<file path="src/rtl/udm_pkg.sv">
// Package: shared definitions for the unary register dependency matrix.
// Assumes: nothing beyond a single clock domain.
package udm_pkg;

    parameter int unsigned UDM_NUM_FU_DEF  = 4;
    parameter int unsigned UDM_NUM_REG_DEF = 8;

    // Reservation state held by one cell.
    typedef struct packed {
        logic wr;   // write reservation (destination)
        logic rd1;  // read reservation via first source
        logic rd2;  // read reservation via second source
    } udm_resv_t;

endpackage

</file>
<file path="src/rtl/udm_cell.sv">
// Module: udm_cell
// One unit/register intersection. It captures the unary destination and
// source bits on issue and drives this register's select contribution
// while a grant is active. It releases the reservation at the edge that
// ends the grant cycle, and reports the raw conflict terms against
// another unit's issue.
// Assumes: the unary bits are stable around the clock edge; new bits
// captured at issue win over a release in the same cycle.
module udm_cell
    import udm_pkg::*;
(
    input  logic clk,
    input  logic rst_n,
    input  logic issue_i,
    input  logic dest_bit_i,
    input  logic src1_bit_i,
    input  logic src2_bit_i,
    input  logic go_rd_i,
    input  logic go_wr_i,
    output logic raw_o,
    output logic war_o,
    output logic rd_sel_o,
    output logic wr_sel_o
);

    udm_resv_t resv_q;
    udm_resv_t resv_d;
    udm_resv_t new_bits;

    // Bits this cell reserves on the current edge.
    always_comb begin
        new_bits.wr  = issue_i & dest_bit_i;
        new_bits.rd1 = issue_i & src1_bit_i;
        new_bits.rd2 = issue_i & src2_bit_i;
    end

    // Next state: new reservations set, grants release the older ones.
    always_comb begin
        resv_d.wr  = new_bits.wr  | (resv_q.wr  & ~go_wr_i);
        resv_d.rd1 = new_bits.rd1 | (resv_q.rd1 & ~go_rd_i);
        resv_d.rd2 = new_bits.rd2 | (resv_q.rd2 & ~go_rd_i);
    end

    // Reservation register with synchronous reset.
    always_ff @(posedge clk) begin
        if (!rst_n) begin
            resv_q <= '0;
        end else begin
            resv_q <= resv_d;
        end
    end

    // Conflict terms and select contributions from the held state.
    always_comb begin
        raw_o    = resv_q.wr & (src1_bit_i | src2_bit_i);
        war_o    = (resv_q.rd1 | resv_q.rd2) & dest_bit_i;
        rd_sel_o = go_rd_i & (resv_q.rd1 | resv_q.rd2);
        wr_sel_o = go_wr_i & resv_q.wr;
    end


    wr_capture_chk: assert property (@(posedge clk) disable iff (!rst_n)
        (issue_i && dest_bit_i) |=> resv_q.wr);


    wr_release_chk: assert property (@(posedge clk) disable iff (!rst_n)
        (go_wr_i && !(issue_i && dest_bit_i)) |=> !resv_q.wr);


    rd_release_chk: assert property (@(posedge clk) disable iff (!rst_n)
        (go_rd_i && !issue_i) |=> !(resv_q.rd1 || resv_q.rd2));


    hold_chk: assert property (@(posedge clk) disable iff (!rst_n)
        (!issue_i && !go_rd_i && !go_wr_i) |=> $stable(resv_q));

endmodule

</file>
<file path="src/rtl/udm_sel_merge.sv">
// Module: udm_sel_merge
// ORs the select contributions of every unit in each register column,
// producing one read select and one write select per register.
// Assumes: at most one read grant and one write grant at a time, so the
// OR never mixes two units' selections.
module udm_sel_merge #(
    parameter int unsigned NUM_FU  = 4,
    parameter int unsigned NUM_REG = 8
) (
    input  logic                             clk,
    input  logic                             rst_n,
    input  logic [NUM_FU-1:0]                go_rd_i,
    input  logic [NUM_FU-1:0]                go_wr_i,
    input  logic [NUM_FU-1:0][NUM_REG-1:0]   rd_part_i,
    input  logic [NUM_FU-1:0][NUM_REG-1:0]   wr_part_i,
    output logic [NUM_REG-1:0]               rd_sel_o,
    output logic [NUM_REG-1:0]               wr_sel_o
);

    for (genvar r = 0; r < NUM_REG; r++) begin : g_col
        // Column OR of the per-unit contributions for register r.
        always_comb begin
            rd_sel_o[r] = 1'b0;
            wr_sel_o[r] = 1'b0;
            for (int f = 0; f < NUM_FU; f++) begin
                rd_sel_o[r] = rd_sel_o[r] | rd_part_i[f][r];
                wr_sel_o[r] = wr_sel_o[r] | wr_part_i[f][r];
            end
        end
    end


    rd_sel_needs_go_chk: assert property (@(posedge clk) disable iff (!rst_n)
        (|rd_sel_o) |-> (|go_rd_i));


    wr_sel_needs_go_chk: assert property (@(posedge clk) disable iff (!rst_n)
        (|wr_sel_o) |-> (|go_wr_i));

endmodule

</file>
<file path="src/rtl/udm_hazard_reduce.sv">
// Module: udm_hazard_reduce
// For each unit, folds the conflict terms of all other units' cells over
// every register column into one read-pending and one write-pending flag.
// The flags are qualified by that unit's issue strobe.
// Assumes: the conflict terms are computed against the issuing
// instruction's unary bits, which are shared by every row.
module udm_hazard_reduce #(
    parameter int unsigned NUM_FU  = 4,
    parameter int unsigned NUM_REG = 8
) (
    input  logic                             clk,
    input  logic                             rst_n,
    input  logic [NUM_FU-1:0]                issue_i,
    input  logic [NUM_FU-1:0][NUM_REG-1:0]   raw_i,
    input  logic [NUM_FU-1:0][NUM_REG-1:0]   war_i,
    output logic [NUM_FU-1:0]                rd_pend_o,
    output logic [NUM_FU-1:0]                wr_pend_o
);

    logic [NUM_FU-1:0] raw_row;
    logic [NUM_FU-1:0] war_row;

    // Per-unit OR across registers.
    always_comb begin
        for (int g = 0; g < NUM_FU; g++) begin
            raw_row[g] = |raw_i[g];
            war_row[g] = |war_i[g];
        end
    end

    for (genvar f = 0; f < NUM_FU; f++) begin : g_unit
        logic raw_other;
        logic war_other;

        // OR over every row except this unit's own.
        always_comb begin
            raw_other = 1'b0;
            war_other = 1'b0;
            for (int g = 0; g < NUM_FU; g++) begin
                if (g != f) begin
                    raw_other = raw_other | raw_row[g];
                    war_other = war_other | war_row[g];
                end
            end
        end

        // Qualify with the issuing unit's strobe.
        always_comb begin
            rd_pend_o[f] = issue_i[f] & raw_other;
            wr_pend_o[f] = issue_i[f] & war_other;
        end
    end


    pend_one_unit_chk: assert property (@(posedge clk) disable iff (!rst_n)
        $onehot0(issue_i) |-> ($onehot0(rd_pend_o) && $onehot0(wr_pend_o)));

endmodule

</file>
<file path="src/rtl/udm_matrix.sv">
// Module: udm_matrix
// Top of the unary register dependency matrix: a NUM_FU x NUM_REG grid
// of cells. It also contains the per-unit hazard reduction and the
// per-register select merge.
// Assumes: issue_i, go_rd_i and go_wr_i are each at most one-hot;
// dest_i, src1_i and src2_i are one-hot or zero.
module udm_matrix
    import udm_pkg::*;
#(
    parameter int unsigned NUM_FU  = UDM_NUM_FU_DEF,
    parameter int unsigned NUM_REG = UDM_NUM_REG_DEF
) (
    input  logic               clk,
    input  logic               rst_n,
    input  logic [NUM_FU-1:0]  issue_i,
    input  logic [NUM_REG-1:0] dest_i,
    input  logic [NUM_REG-1:0] src1_i,
    input  logic [NUM_REG-1:0] src2_i,
    input  logic [NUM_FU-1:0]  go_rd_i,
    input  logic [NUM_FU-1:0]  go_wr_i,
    output logic [NUM_FU-1:0]  rd_pend_o,
    output logic [NUM_FU-1:0]  wr_pend_o,
    output logic [NUM_REG-1:0] rd_sel_o,
    output logic [NUM_REG-1:0] wr_sel_o
);

    logic [NUM_FU-1:0][NUM_REG-1:0] raw_grid;
    logic [NUM_FU-1:0][NUM_REG-1:0] war_grid;
    logic [NUM_FU-1:0][NUM_REG-1:0] rd_part;
    logic [NUM_FU-1:0][NUM_REG-1:0] wr_part;

    for (genvar f = 0; f < NUM_FU; f++) begin : g_row
        for (genvar r = 0; r < NUM_REG; r++) begin : g_cell
            udm_cell u_cell (
                .clk        (clk),
                .rst_n      (rst_n),
                .issue_i    (issue_i[f]),
                .dest_bit_i (dest_i[r]),
                .src1_bit_i (src1_i[r]),
                .src2_bit_i (src2_i[r]),
                .go_rd_i    (go_rd_i[f]),
                .go_wr_i    (go_wr_i[f]),
                .raw_o      (raw_grid[f][r]),
                .war_o      (war_grid[f][r]),
                .rd_sel_o   (rd_part[f][r]),
                .wr_sel_o   (wr_part[f][r])
            );
        end
    end

    udm_hazard_reduce #(
        .NUM_FU  (NUM_FU),
        .NUM_REG (NUM_REG)
    ) u_reduce (
        .clk       (clk),
        .rst_n     (rst_n),
        .issue_i   (issue_i),
        .raw_i     (raw_grid),
        .war_i     (war_grid),
        .rd_pend_o (rd_pend_o),
        .wr_pend_o (wr_pend_o)
    );

    udm_sel_merge #(
        .NUM_FU  (NUM_FU),
        .NUM_REG (NUM_REG)
    ) u_merge (
        .clk       (clk),
        .rst_n     (rst_n),
        .go_rd_i   (go_rd_i),
        .go_wr_i   (go_wr_i),
        .rd_part_i (rd_part),
        .wr_part_i (wr_part),
        .rd_sel_o  (rd_sel_o),
        .wr_sel_o  (wr_sel_o)
    );


    go_rd_onehot_chk: assert property (@(posedge clk) disable iff (!rst_n)
        $onehot0(go_rd_i));


    go_wr_onehot_chk: assert property (@(posedge clk) disable iff (!rst_n)
        $onehot0(go_wr_i));


    reset_clean_chk: assert property (@(posedge clk) disable iff (!rst_n)
        $rose(rst_n) |-> (rd_sel_o == '0 && wr_sel_o == '0 &&
                          rd_pend_o == '0 && wr_pend_o == '0));

endmodule

</file>
<file path="config.mk">
export PLATFORM = sky130hd
export DESIGN_NAME = udm_matrix
export DESIGN_NICKNAME = d
export VERILOG_FILES = /design/src/rtl/udm_pkg.sv /design/src/rtl/udm_cell.sv /design/src/rtl/udm_sel_merge.sv /design/src/rtl/udm_hazard_reduce.sv /design/src/rtl/udm_matrix.sv
export SDC_FILE = /design/constraint.sdc
export NUM_CORES = 1
export LEC_CHECK = 0
export ABC_AREA = 1
export BUFFER_PORTS_ARGS = -buffer_cell sky130_fd_sc_hd__buf_4
export CAP_MARGIN = 0
export CORE_MARGIN = 2
export CORE_UTILIZATION = 37
export DETAILED_ROUTE_END_ITERATION = 16
export PLACE_DENSITY = 0.56
export SLEW_MARGIN = 40
export SYNTH_ARGS = -nofsm -noshare
export SYNTH_HDL_FRONTEND = slang
export SYNTH_HIERARCHICAL = 1
export SYNTH_SLANG_ARGS = --single-unit
</file>
<file path="constraint.sdc">
create_clock -name clk -period 2 [get_ports clk]
set_input_delay 0.2 -clock clk [delete_from_list [all_inputs] [get_ports clk]]
set_output_delay 0.2 -clock clk [all_outputs]
set_load 0.01 [all_outputs]
</file>
==> results.sh <==
export IMPL_regMostFlops="g_row.g_cell.u_cell/resv_q"
export IMPL_largest_register_ffs=96
export IMPL_fin_crit_ns=1.91
export IMPL_arrival_ns=1.71
export IMPL_fp_row_count=42
export IMPL_core_sq_um=13100
export IMPL_tns_ns=0
export IMPL_antennaDiodeCount=0
export IMPL_placed_cells_incl_taps=1069
export IMPL_vias=4876
export IMPL_nNetsFinal=942
export IMPL_seqCellArea_sq_um=1920
export IMPL_multi_input_area_sq_um=2410
export IMPL_nFillCells=1442
export IMPL_first_global_vias=4539
export IMPL_r2r_start="g_row[0].g_cell[5].u_cell/resv_q[2]"
export IMPL_die_y_um=120
export IMPL_reg_largest_list="g_row.g_cell.u_cell/resv_q: 96 flops"
export IMPL_antenna_found_initial=0
export IMPL_wirelength_um=14600
export IMPL_report_final_slew_viol_count=0
export IMPL_wire_per_inst_um=13.5
export IMPL_cts_setup_buffers=0
export IMPL_fin_worst_skew_ns=0
export IMPL_hold_depth=3
export IMPL_grt_pass1_wl_um=22900
export IMPL_clkLatencyLatePin_ns=0.35
export IMPL_syn_cell_area_sq_um=4950
export IMPL_critPathKind="flip-flop to output pin"
export IMPL_drc=0
export IMPL_clk_pin_slew_ns=0.06
export IMPL_post_cts_resized=0
export IMPL_syn_inst=832
export IMPL_holdBufCountCts=0
export IMPL_grt_setup_unrepaired="no"
export IMPL_slew_headroom_pct=71.0
export IMPL_syn_nets=870
export IMPL_r2r_worst_path_cells=2
export IMPL_drv_cap=0
export IMPL_numPortBuffers=61
export IMPL_ir_drop_uv=362
export IMPL_ys_seq_elements=96
export IMPL_fin_util_pct=45.4
export IMPL_gp_congestion=0.815
export IMPL_io_pins=62
export IMPL_power_density_nw_per_um2=804
export IMPL_crit_fanout=3
export IMPL_p_leak_nw=3.27
export IMPL_synth_distinct_cells=8
export IMPL_cp_required_ns=1.80
export IMPL_clockBufferDepth=2
export IMPL_start_util_pct=37.7
export IMPL_hp_class="input port to flip-flop"
export IMPL_grt_max_degree=33
export IMPL_syn_area_per_cell_sq_um=5.96
export IMPL_cp_start_kind="flip-flop"
export IMPL_seq_area_frac_synth_pct=38.8
export IMPL_drtAntennaViolNets=0
export IMPL_grtUsageTotal_pct=20.9
export IMPL_timing_hold_worst_start="src1_i[3]"
export IMPL_tightest_slew_ns=0.435
export IMPL_setup_viol=0
export IMPL_cts_sinks=96
export IMPL_ctsHtreeMaxLevel=3
export IMPL_hold_path_end="g_row[2].g_cell[3].u_cell/resv_q[1]"
export IMPL_r2r_end="g_row[0].g_cell[5].u_cell/resv_q[2]"
export IMPL_hold_viol=0
export IMPL_cts_root_buf="clkbuf_16"
export IMPL_synth_warnings=6
export IMPL_syn2layout_area_growth_pct=20.4
export IMPL_status="completed"
export IMPL_timing_fmax_mhz=522
export IMPL_dp_hpwl_um=10200
export IMPL_die_w_um=120
export IMPL_grt_overflow_total=0
export IMPL_r2r_slack_ns=1.38
export IMPL_drt_iter0_markers=289
export IMPL_layout_common_cells="nand2_1, inv_1, nor2_1"
export IMPL_instances_no_fill=1084
export IMPL_cts_made_buffers=9
export IMPL_dr_pass1_iters=5
export IMPL_drive_gt1_share_pct=9.58
export IMPL_vias_per_cell=4.50
export IMPL_cp_end_kind="output pin"
export IMPL_final_common_cell="nand2_1"
export IMPL_period_share_pct=95.7
export IMPL_holdWs_ns=0.148
export IMPL_die_area_sq_um=14300
export IMPL_cts_tree="done"
-- through the flow --
stage / setup slack [ns] / area [sq um] / power [mW]
final: 0.0861 / 5960 / 4.79
after global placement: 0.436 / 5630 / 2.96
after global routing: 0.00165 / 5960 / 5.05
after CTS: 0.0502 / 5950 / 4.84
after floorplan: 0.877 / 4950 / 2.55
after detailed placement: 0.433 / 5630 / 2.95
-- cell families after synthesis --
group | after synthesis | share of synthesized area [%]
DFF | 96 | 38.8
buffers and inverters | 168 | 12.7
and+or+nand+nor | 440 | 33.9
AOI/OAI and AO/OA | 128 | 14.5
-- metal layers --
layer	wire [um]	GRT usage (%)	up-vias
met4	323	8.31	0
li1	-	-	2628
met3	629	2.95	20
met5	0	0	-
met2	6330	32.8	99
met1	7330	29.0	2129
-- worst max-delay path by stage --
stage,start,end,slack [ns],cells after the start
floorplan,g_row[2].g_cell[7].u_cell/resv_q[0],wr_pend_o[0],0.88,8
global placement,g_row[0].g_cell[5].u_cell/resv_q[0],wr_pend_o[2],0.44,9
detailed placement,g_row[0].g_cell[5].u_cell/resv_q[0],wr_pend_o[2],0.43,9
CTS,g_row[0].g_cell[5].u_cell/resv_q[0],wr_pend_o[2],0.05,9
global route,g_row[0].g_cell[1].u_cell/resv_q[0],wr_pend_o[3],0.002,9
finish,g_row[1].g_cell[1].u_cell/resv_q[0],wr_pend_o[3],0.09,9
-- synthesized netlist by cell type --
master / number / area, sq um
nand3_1: 8 / 40.0
o21a_1: 32 / 240
a21oi_1: 96 / 480
dfxtp_1: 96 / 1920
nor2_2: 8 / 50.1
nand2_1: 264 / 991
inv_1: 168 / 631
nor2_1: 160 / 601
-- critical path: stages, from the launching register on --
cell	delay, ns
dfxtp_1	0.31
nor2_1	0.14
nor2_1	0.05
nor2_1	0.19
nand2_1	0.13
nor2_2	0.14
nand3_1	0.10
nand2_1	0.11
inv_1	0.05
buf_4	0.14
-- final cells by class --
cell class	count	share of cell area (%)
Multi-Input combinational cell	568	40.4
Clock inverter	3	1.09
Timing Repair Buffer	61	7.68
Inverter	168	10.6
Tap cell	176	3.69
Sequential cell	96	32.2
Clock buffer	12	4.30
-- power by group --
| part | internal, mW | switching [mW] |
|---|---|---|
| combinational | 0.308 | 0.523 |
| sequential | 2.02 | 0.0604 |
| clock | 1.16 | 0.730 |
| total | 3.48 | 1.31 |
Power figures use the tool's default switching activity.
